File: config.mk
export PLATFORM = sky130hd
export DESIGN_NAME = pixel_chain_encoder
export DESIGN_NICKNAME = d
export VERILOG_FILES = /design/src/rtl/pce_pkg.sv /design/src/rtl/pce_tick_gen.sv /design/src/rtl/pce_slot_shaper.sv /design/src/rtl/pce_bit_sequencer.sv /design/src/rtl/pixel_chain_encoder.sv
export SDC_FILE = /design/constraint.sdc
export NUM_CORES = 1
export LEC_CHECK = 0
export BUFFER_PORTS_ARGS = -buffer_cell sky130_fd_sc_hd__buf_2
export CAP_MARGIN = 25
export CORE_ASPECT_RATIO = 1.4
export CORE_MARGIN = 1.5
export CORE_UTILIZATION = 58
export CTS_CLUSTER_SIZE = 24
export DETAILED_ROUTE_END_ITERATION = 8
export PLACE_DENSITY = 0.75
export SKIP_CTS_REPAIR_TIMING = 1
export SLEW_MARGIN = 10
export SYNTH_ARGS = -nofsm -noshare
export SYNTH_HDL_FRONTEND = slang
export SYNTH_SLANG_ARGS = --single-unit
export TNS_END_PERCENT = 10
File: constraint.sdc
create_clock -name clk -period 3.1 [get_ports clk]
set_input_delay 0.62 -clock clk [delete_from_list [all_inputs] [get_ports clk]]
set_output_delay 0.62 -clock clk [all_outputs]
set_load 0.01 [all_outputs]
File: src/rtl/pce_pkg.sv
`timescale 1ns/1ps
package pce_pkg;
  localparam int BITS_PER_PIXEL = 24;

  typedef enum logic [1:0] {
    ST_IDLE  = 2'd0,
    ST_DATA  = 2'd1,
    ST_TAIL  = 2'd2,
    ST_LATCH = 2'd3
  } seq_state_e;

  // Wire order on the line: green, red, blue.
  function automatic logic [23:0] to_wire_order(input logic [23:0] rgb);
    return {rgb[15:8], rgb[23:16], rgb[7:0]};
  endfunction
endpackage

File: src/rtl/pce_tick_gen.sv
`timescale 1ns/1ps
module pce_tick_gen #(
  parameter int CLK_DIV = 4
) (
  input  logic clk,
  input  logic rst_n,
  input  logic restart,
  output logic tick
);
  localparam int CW = (CLK_DIV > 1) ? $clog2(CLK_DIV) : 1;
  localparam logic [CW-1:0] LAST = CW'(CLK_DIV - 1);

  logic [CW-1:0] cnt;

  always_ff @(posedge clk) begin
    if (!rst_n)                     cnt <= '0;
    else if (restart || cnt == LAST) cnt <= '0;
    else                            cnt <= cnt + 1'b1;
  end

  assign tick = (cnt == LAST);


  div_range_chk: assert property (@(posedge clk) disable iff (!rst_n)
    cnt <= LAST);
endmodule

File: src/rtl/pce_slot_shaper.sv
`timescale 1ns/1ps
module pce_slot_shaper #(
  parameter int SLOT_TICKS = 20,
  parameter int HW = 5
) (
  input  logic          clk,
  input  logic          rst_n,
  input  logic          restart,
  input  logic          tick,
  input  logic          active,
  input  logic [HW-1:0] high_ticks,
  output logic          slot_end,
  output logic          dout
);
  localparam logic [HW-1:0] PH_LAST = HW'(SLOT_TICKS - 1);

  logic [HW-1:0] phase;

  always_ff @(posedge clk) begin
    if (!rst_n)       phase <= '0;
    else if (restart) phase <= '0;
    else if (tick)    phase <= (phase == PH_LAST) ? '0 : phase + 1'b1;
  end

  assign slot_end = tick && (phase == PH_LAST);

  // Registered line driver: glitch-free pin, one cycle behind the phase.
  always_ff @(posedge clk) begin
    if (!rst_n) dout <= 1'b0;
    else        dout <= active && (phase < high_ticks);
  end


  phase_range_chk: assert property (@(posedge clk) disable iff (!rst_n)
    phase <= PH_LAST);

  rise_at_slot_start_chk: assert property (@(posedge clk) disable iff (!rst_n)
    $rose(dout) |-> ($past(phase) == '0));
endmodule

File: src/rtl/pce_bit_sequencer.sv
`timescale 1ns/1ps
module pce_bit_sequencer
  import pce_pkg::*;
#(
  parameter int N_PIX = 8,
  parameter int TAIL_SLOTS = 2,
  parameter int LATCH_TICKS = 800,
  parameter int T0H_TICKS = 6,
  parameter int T1H_TICKS = 13,
  parameter int HW = 5
) (
  input  logic          clk,
  input  logic          rst_n,
  input  logic          in_valid,
  input  logic [23:0]   in_rgb,
  input  logic          tick,
  input  logic          slot_end,
  output logic          in_ready,
  output logic          busy,
  output logic          done,
  output logic          restart,
  output logic          active,
  output logic [HW-1:0] high_ticks
);
  localparam int PW = (N_PIX > 1) ? $clog2(N_PIX) : 1;
  localparam int TW = (TAIL_SLOTS > 1) ? $clog2(TAIL_SLOTS) : 1;
  localparam int LW = (LATCH_TICKS > 1) ? $clog2(LATCH_TICKS) : 1;
  localparam logic [PW-1:0] PIX_LAST = PW'(N_PIX - 1);
  localparam logic [TW-1:0] TAIL_LAST = TW'(TAIL_SLOTS - 1);
  localparam logic [LW-1:0] LAT_LAST = LW'(LATCH_TICKS - 1);
  localparam logic [4:0] BIT_LAST = 5'(BITS_PER_PIXEL - 1);
  localparam logic [HW-1:0] W0 = HW'(T0H_TICKS);
  localparam logic [HW-1:0] W1 = HW'(T1H_TICKS);

  seq_state_e    state;
  logic [23:0]   grb_q;
  logic [4:0]    bit_idx;
  logic [PW-1:0] pix_idx;
  logic [TW-1:0] tail_idx;
  logic [LW-1:0] lat_cnt;
  logic          done_q;
  logic          cur_bit;

  assign in_ready = (state == ST_IDLE);
  assign busy     = (state != ST_IDLE);
  assign restart  = in_valid && in_ready;
  assign active   = (state == ST_DATA) || (state == ST_TAIL);
  assign done     = done_q;
  assign cur_bit  = grb_q[BIT_LAST - bit_idx];

  always_comb begin
    if (state == ST_DATA) high_ticks = cur_bit ? W1 : W0;
    else                  high_ticks = '0;
  end

  always_ff @(posedge clk) begin
    if (!rst_n) begin
      state    <= ST_IDLE;
      grb_q    <= '0;
      bit_idx  <= '0;
      pix_idx  <= '0;
      tail_idx <= '0;
      lat_cnt  <= '0;
      done_q   <= 1'b0;
    end else begin
      done_q <= 1'b0;
      unique case (state)
        ST_IDLE: begin
          if (in_valid) begin
            grb_q   <= to_wire_order(in_rgb);
            bit_idx <= '0;
            pix_idx <= '0;
            state   <= ST_DATA;
          end
        end
        ST_DATA: begin
          if (slot_end) begin
            if (bit_idx == BIT_LAST) begin
              bit_idx <= '0;
              if (pix_idx == PIX_LAST) begin
                tail_idx <= '0;
                state    <= ST_TAIL;
              end else begin
                pix_idx <= pix_idx + 1'b1;
              end
            end else begin
              bit_idx <= bit_idx + 1'b1;
            end
          end
        end
        ST_TAIL: begin
          if (slot_end) begin
            if (tail_idx == TAIL_LAST) begin
              lat_cnt <= '0;
              state   <= ST_LATCH;
            end else begin
              tail_idx <= tail_idx + 1'b1;
            end
          end
        end
        ST_LATCH: begin
          if (tick) begin
            if (lat_cnt == LAT_LAST) begin
              done_q <= 1'b1;
              state  <= ST_IDLE;
            end else begin
              lat_cnt <= lat_cnt + 1'b1;
            end
          end
        end
        default: state <= ST_IDLE;
      endcase
    end
  end


  colour_hold_chk: assert property (@(posedge clk) disable iff (!rst_n)
    (busy && $past(busy)) |-> $stable(grb_q));

  done_after_latch_chk: assert property (@(posedge clk) disable iff (!rst_n)
    done_q |-> ($past(state) == ST_LATCH));

  pixel_range_chk: assert property (@(posedge clk) disable iff (!rst_n)
    (state == ST_DATA) |-> (pix_idx <= PIX_LAST && bit_idx <= BIT_LAST));
endmodule

File: src/rtl/pixel_chain_encoder.sv
`timescale 1ns/1ps
module pixel_chain_encoder #(
  parameter int N_PIXELS = 8,
  parameter int CLK_DIV = 4,
  parameter int SLOT_TICKS = 20,
  parameter int T0H_TICKS = 6,
  parameter int T1H_TICKS = 13,
  parameter int TAIL_SLOTS = 2,
  parameter int LATCH_TICKS = 800
) (
  input  logic        clk,
  input  logic        rst_n,
  input  logic        in_valid,
  output logic        in_ready,
  input  logic [23:0] in_rgb,
  output logic        busy,
  output logic        done,
  output logic        dout
);
  localparam int HW = $clog2(SLOT_TICKS + 1);

  logic          tick;
  logic          restart;
  logic          slot_end;
  logic          active;
  logic [HW-1:0] high_ticks;

  pce_tick_gen #(.CLK_DIV(CLK_DIV)) u_tick (
    .clk(clk), .rst_n(rst_n), .restart(restart), .tick(tick)
  );

  pce_bit_sequencer #(
    .N_PIX(N_PIXELS), .TAIL_SLOTS(TAIL_SLOTS), .LATCH_TICKS(LATCH_TICKS),
    .T0H_TICKS(T0H_TICKS), .T1H_TICKS(T1H_TICKS), .HW(HW)
  ) u_seq (
    .clk(clk), .rst_n(rst_n), .in_valid(in_valid), .in_rgb(in_rgb),
    .tick(tick), .slot_end(slot_end), .in_ready(in_ready), .busy(busy),
    .done(done), .restart(restart), .active(active), .high_ticks(high_ticks)
  );

  pce_slot_shaper #(.SLOT_TICKS(SLOT_TICKS), .HW(HW)) u_shape (
    .clk(clk), .rst_n(rst_n), .restart(restart), .tick(tick),
    .active(active), .high_ticks(high_ticks), .slot_end(slot_end), .dout(dout)
  );


  idle_low_chk: assert property (@(posedge clk) disable iff (!rst_n)
    !busy |-> !dout);

  accept_busy_chk: assert property (@(posedge clk) disable iff (!rst_n)
    (in_valid && in_ready) |=> busy);

  done_pulse_chk: assert property (@(posedge clk) disable iff (!rst_n)
    done |=> !done);

  tail_no_high_chk: assert property (@(posedge clk) disable iff (!rst_n)
    (active && high_ticks == '0) |=> !dout);
endmodule

==> impl_metrics.env, run 1 <==
export IMPL_status="finished, final reports clean"
export IMPL_rows=29
export IMPL_syn2layout_area_growth_pct=10.1
export IMPL_fin_cells=405
export IMPL_ys_types=50
export IMPL_die_h_um=83.8
export IMPL_cts_tree="done"
export IMPL_cellLeakagePower_uw=0.00115
export IMPL_final_common_cell="nand2_1"
export IMPL_ys_seq_elements=54
export IMPL_power_total_uw=1930
export IMPL_ys_warn_count=0
export IMPL_vias_per_cell=5.55
export IMPL_antenna_found_initial=0
export IMPL_avgRoutedWirePerCell_um=13.1
export IMPL_power_density_nw_per_um2=647
export IMPL_grt_pass1_vias=2122
export IMPL_port_buffers=30
export IMPL_hold_viol_final=0
export IMPL_grt_pass1_wl_um=8980
export IMPL_clock_sinks=54
export IMPL_hp_class="reg2reg"
export IMPL_drv_cap=0
export IMPL_ys_async_sr_fraction_pct=0
export IMPL_grt_start_max_net_pins=27
export IMPL_max_freq_mhz=367
export IMPL_routed_wl_um=5290
export IMPL_synth_top_family_by_area="simple AND/OR/NAND/NOR gates"
export IMPL_peakVddDrop_mv=0.407
export IMPL_place_congestion=0.824
export IMPL_final_cell_mix="64 x nand2_1, 54 x dfxtp_1, 36 x a21oi_1"
export IMPL_critical_path_class="reg2reg"
export IMPL_synth_edff_count=0
export IMPL_fin_setup_tns_ns=0
export IMPL_vias=2247
export IMPL_postRouteAntennaNets=0
export IMPL_synth_area_mux_share_pct=6.34
export IMPL_nets=383
export IMPL_slew_headroom_pct=45.6
export IMPL_setup_slack_ns=0.373
export IMPL_synth_fp_nets=360
export IMPL_synth_main_ff_cell="dfxtp_1"
export IMPL_yosysSeqAreaShare_pct=40.0
export IMPL_place_ws_ns=0.368
export IMPL_rsz0062_at_grt="no"
export IMPL_ios=31
export IMPL_synth_area_um2=2700
export IMPL_drive_above_1_share_pct=14.9
export IMPL_setup_viol=0
export IMPL_path_clk_slew_ns=0.09
export IMPL_diodes=0
export IMPL_netlist_instances=319
export IMPL_synth_xor_area_share_pct=3.89
export IMPL_cp_slowest_cell="dfxtp_1"
export IMPL_timing_critical_path_to_type="flip-flop"
export IMPL_start_util_pct=60.1
export IMPL_synth_fa_ha_area_share_pct=6.48
export IMPL_critical_path_arrival_ns=2.94
export IMPL_htree_levels=2
export IMPL_tightest_slew_ns=0.815
export IMPL_die_area_um2=5080
export IMPL_placed_area_um2=2870
export IMPL_core_um2=4500
export IMPL_clockRootBuffer="clkbuf_8"
export IMPL_worstPathMaxFanout=12
export IMPL_drt_iter0_markers=84
export IMPL_first_pass_iters=4
export IMPL_critical_path_cell_chain="mux4_2 -> mux2i_1 -> nor3_1 -> a211oi_1 -> nand2b_1 -> ha_1 -> inv_1 -> o21ai_0 -> a41o_1 -> o41ai_1"
export IMPL_required_ns=3.31
export IMPL_dp_hpwl_um=4010
export IMPL_fin_crit_ns=2.73
export IMPL_die_w_um=60.7
export IMPL_final_area_um2=2980
export IMPL_cp_start_kind="flip-flop"
export IMPL_synth_area_per_cell_um2=8.47
export IMPL_critPathMaxStageDelay_ns=0.62
export IMPL_drc=0
export IMPL_synth_compound_area_share_pct=15.9
export IMPL_clock_latency_ns=0.31
export IMPL_drv_slew=0
export IMPL_synthSimpleGateAreaFrac_pct=22.7
export IMPL_clockBufferDepth=2
export IMPL_fin_skew_ns=0.00865
export IMPL_cts_made_buffers=5
export IMPL_track_usage_pct=22.4
export IMPL_place_inst=397
export IMPL_overflow=0
export IMPL_min_period_over_period_pct=88.0
## synthesized netlist by cell type (all sizes together), types with 4 or more instances
master | n | share of area, %
a21oi | 36 | 6.7
inv | 11 | 1.5
xnor2 | 6 | 1.9
o21ai | 11 | 2.2
nand3 | 14 | 2.6
xor2 | 6 | 1.9
and2 | 5 | 1.2
nand2 | 64 | 8.9
ha | 14 | 6.5
mux4 | 4 | 3.3
dfxtp | 54 | 40
o211ai | 4 | 1.1
buf | 7 | 1.7
nor2 | 20 | 2.8
clkbuf | 10 | 1.4
and3 | 4 | 0.93
mux2i | 7 | 2.6
## kinds of logic (layout without fill, tap and decap cells)
group / Yosys count / after routing
and+or+nand+nor: 130 / 130
AOI/OAI and AO/OA: 69 / 69
DFF: 54 / 54
buffers and inverters: 28 / 52
adders and majority gates: 14 / 14
xor gates and xnor gates: 12 / 12
muxes: 12 / 12
## where the power goes
| group | internal (µW) | leakage [µW] | total [µW] | switching [µW] |
|---|---|---|---|---|
| Clock | 242 | 0.0000524 | 465 | 223 |
| Combinational | 242 | 0.000657 | 600 | 358 |
| Sequential | 783 | 0.000440 | 861 | 78.1 |
## worst max-delay path, delay by kind of cell (launching register included)
family | cells | cell delay, ns
DFF | 1 | 0.62
adders and majority gates | 1 | 0.25
muxes | 2 | 0.73
and+or+nand+nor | 2 | 0.23
buffers and inverters | 1 | 0.05
AOI/OAI and AO/OA | 4 | 0.76
## flip-flops by register name, indices dropped and copies added (netlist names)
signal,count
u_seq.bit_idx,5
u_seq.done,1
u_seq.grb_q,24
u_seq.lat_cnt,10
u_seq.pix_idx,3
u_seq.state,2
u_seq.tail_idx,1
u_shape.dout,1
u_shape.phase,5
u_tick.cnt,2
## stage by stage
step                util (%)  hold WS [ns]
floorplan                  -         0.404
global route            66.1         0.464
finish                  66.1         0.441
global placement        63.8         0.415
detailed placement      63.8         0.432
CTS                     66.1         0.445
## routing by layer
layer / wire length, µm / track usage (%) / vias up
li1: - / - / 1155
met2: 2770 / 39.3 / 40
met3: 166 / 3.72 / 7
met5: 0 / 0 / -
met1: 2300 / 27.0 / 1045
met4: 57 / 6.32 / 0
## final timing paths
check	slack (ns)	cells past startpoint	to	from
setup / recovery	0.37	10	u_shape.dout$_SDFF_PN0_	u_seq.bit_idx[0]$_SDFFE_PN0P_
hold reg to reg	0.44	1	u_tick.cnt[0]$_SDFF_PP0_	u_tick.cnt[0]$_SDFF_PP0_
setup reg to reg	0.37	10	u_shape.dout$_SDFF_PN0_	u_seq.bit_idx[0]$_SDFFE_PN0P_
hold / removal	0.44	1	u_tick.cnt[0]$_SDFF_PP0_	u_tick.cnt[0]$_SDFF_PP0_
## cell type report
class,instances,area (µm²)
fill,423,1520
multi-input combinational,237,1500
sequential,54,1080
timing repair buffer,33,173
tap,62,77.6
clock buffer,7,76.3
inverter,11,41.3
clock inverter,1,30.0
No activity file was read; power rests on OpenSTA's default activity.
==> run 2, diff against run 1 <==
--- a/config.mk
+++ b/config.mk
@@ -10,9 +10,8 @@
 export CORE_ASPECT_RATIO = 1.4
 export CORE_MARGIN = 1.5
 export CORE_UTILIZATION = 58
-export CTS_CLUSTER_SIZE = 24
 export DETAILED_ROUTE_END_ITERATION = 8
-export PLACE_DENSITY = 0.75
+export PLACE_DENSITY = 0.89
 export SKIP_CTS_REPAIR_TIMING = 1
 export SLEW_MARGIN = 10
 export SYNTH_ARGS = -nofsm -noshare
==> run 2 against run 1 <==
Effect of this change:
- sequential cell count did not move
- clock skew is 0.00083 ns higher
- via count grew 1.5%
- worst hold slack worse by 0.0041 ns
- maximum frequency increased by 3.5%
- cell count is 0.25% lower
- register-to-register slack improved by 0.09 ns
- sequential share of layout area is 0.053 points higher
- wire length increased by 2.1%
- clock power increased by 1%
- critical path depth is 1 lower
- largest cell class unchanged
==> impl_metrics.env, run 2 (synthesis results as in run 1) <==
export IMPL_htree_levels=2
export IMPL_max_freq_mhz=379
export IMPL_crit_buf_inv=0
export IMPL_critical_path_arrival_ns=2.84
export IMPL_fin_cells=404
export IMPL_grt_start_max_net_pins=25
export IMPL_peakVddDrop_mv=0.469
export IMPL_hold_viol_final=0
export IMPL_start_util_pct=60.1
export IMPL_cp_start_kind="flip-flop"
export IMPL_port_buffers=30
export IMPL_tightest_slew_ns=0.783
export IMPL_rsz0062_at_grt="no"
export IMPL_drt_iter0_markers=124
export IMPL_top_register="u_seq.grb_q"
export IMPL_cp_slowest_cell="mux4_2"
export IMPL_final_cell_mix="64 x nand2_1, 52 x dfxtp_1, 36 x a21oi_1"
export IMPL_fin_skew_ns=0.00948
export IMPL_grt_pass1_vias=2258
export IMPL_drive_above_1_share_pct=15.8
export IMPL_required_ns=3.30
export IMPL_core_um2=4500
export IMPL_die_area_um2=5080
export IMPL_overflow=0
export IMPL_drc=0
export IMPL_worstPathMaxFanout=12
export IMPL_rows=29
export IMPL_place_inst=396
export IMPL_ios=31
export IMPL_antenna_found_initial=0
export IMPL_nets=382
export IMPL_largest_reg_flops=24
export IMPL_timing_critical_path_to_type="flip-flop"
export IMPL_vias_per_cell=5.64
export IMPL_critPathMaxStageDelay_ns=0.53
export IMPL_first_pass_iters=4
export IMPL_cpLargestDelayFamily="compound AO/OA/AOI/OAI gates"
export IMPL_critical_path_class="reg2reg"
export IMPL_cts_made_buffers=5
export IMPL_vias=2280
export IMPL_postRouteAntennaNets=0
export IMPL_avgRoutedWirePerCell_um=13.4
export IMPL_cellLeakagePower_uw=0.00114
export IMPL_die_w_um=60.7
export IMPL_syn2layout_area_growth_pct=10.2
export IMPL_final_common_cell="nand2_1"
export IMPL_power_density_nw_per_um2=651
export IMPL_min_period_over_period_pct=85.0
export IMPL_clockRootBuffer="clkbuf_8"
export IMPL_drv_cap=0
export IMPL_cts_tree="done"
export IMPL_fin_setup_tns_ns=0
export IMPL_routed_wl_um=5400
export IMPL_r2r_slack_ns=0.46
export IMPL_clock_sinks=54
export IMPL_hp_class="reg2reg"
export IMPL_fin_crit_ns=2.64
export IMPL_path_clk_slew_ns=0.09
export IMPL_diodes=0
export IMPL_clockBufferDepth=2
export IMPL_status="finished, final reports clean"
export IMPL_clock_latency_ns=0.31
export IMPL_die_h_um=83.8
export IMPL_place_congestion=0.812
export IMPL_dp_hpwl_um=4030
export IMPL_slew_headroom_pct=47.8
export IMPL_critical_path_cell_chain="mux4_2 -> mux2i_1 -> nor3_1 -> a211oi_1 -> nand2_1 -> ha_1 -> a21oi_1 -> o21ai_0 -> o41ai_1"
export IMPL_setup_viol=0
export IMPL_grt_pass1_wl_um=9600
export IMPL_track_usage_pct=24.5
export IMPL_drv_slew=0
export IMPL_reg_top3="u_seq.grb_q: 24 flops, u_seq.lat_cnt: 10 flops"
==> run 2: worst paths after layout <==
check | to | from | cells after the start
worst max-delay path | u_shape.dout$_SDFF_PN0_ | u_seq.bit_idx[0]$_SDFFE_PN0P_ | 9
worst min-delay path | u_tick.cnt[0]$_SDFF_PP0_ | u_tick.cnt[0]$_SDFF_PP0_ | 1
worst max register to register | u_shape.dout$_SDFF_PN0_ | u_seq.bit_idx[0]$_SDFFE_PN0P_ | 9
worst min register to register | u_tick.cnt[0]$_SDFF_PP0_ | u_tick.cnt[0]$_SDFF_PP0_ | 1
==> run 2: worst register-to-register path, delay by kind of cell (launching register included) <==
kind | cells | cell delay (ns)
fa+ha+maj | 1 | 0.22
flops | 1 | 0.49
compound gates | 4 | 0.88
mux | 2 | 0.75
simple gates | 2 | 0.19
==> run 2: layer usage <==
metal	vias up	track usage, %	wire length (µm)
li1	1154	-	-
met1	1073	26.8	2210
met2	43	42.7	2890
met3	10	6.05	180
met4	0	10.5	121
met5	-	0	0
==> run 2: area by class of cell <==
class                   count  area [µm²]
clock buffers               5        68.8
clock inverters             3        45.0
fillers                   411        1520
inverters                  11        41.3
multi-input cells         237        1500
flip-flops and latches     54        1080
well taps                  62        77.6
repair buffers             32         165
==> run 2: metrics by stage <==
stage / hold slack (ns) / instance area [µm²] / power (µW) / worst slack, ns / util (%)
floorplan: 0.404 / 2700 / 1340 / 0.742 / -
global placement: 0.415 / 2860 / 1460 / 0.511 / 63.6
detailed placement: 0.431 / 2860 / 1480 / 0.337 / 63.6
CTS: 0.444 / 2980 / 1950 / 0.266 / 66.1
global route: 0.467 / 2980 / 2070 / 0.105 / 66.2
finish: 0.437 / 2980 / 1940 / 0.465 / 66.2
==> run 2: power by group <==
part	switching (µW)	internal [µW]	total [µW]
Combinational	363	242	605
Clock	230	240	470
Sequential	79.1	785	864
Total	671	1270	1940
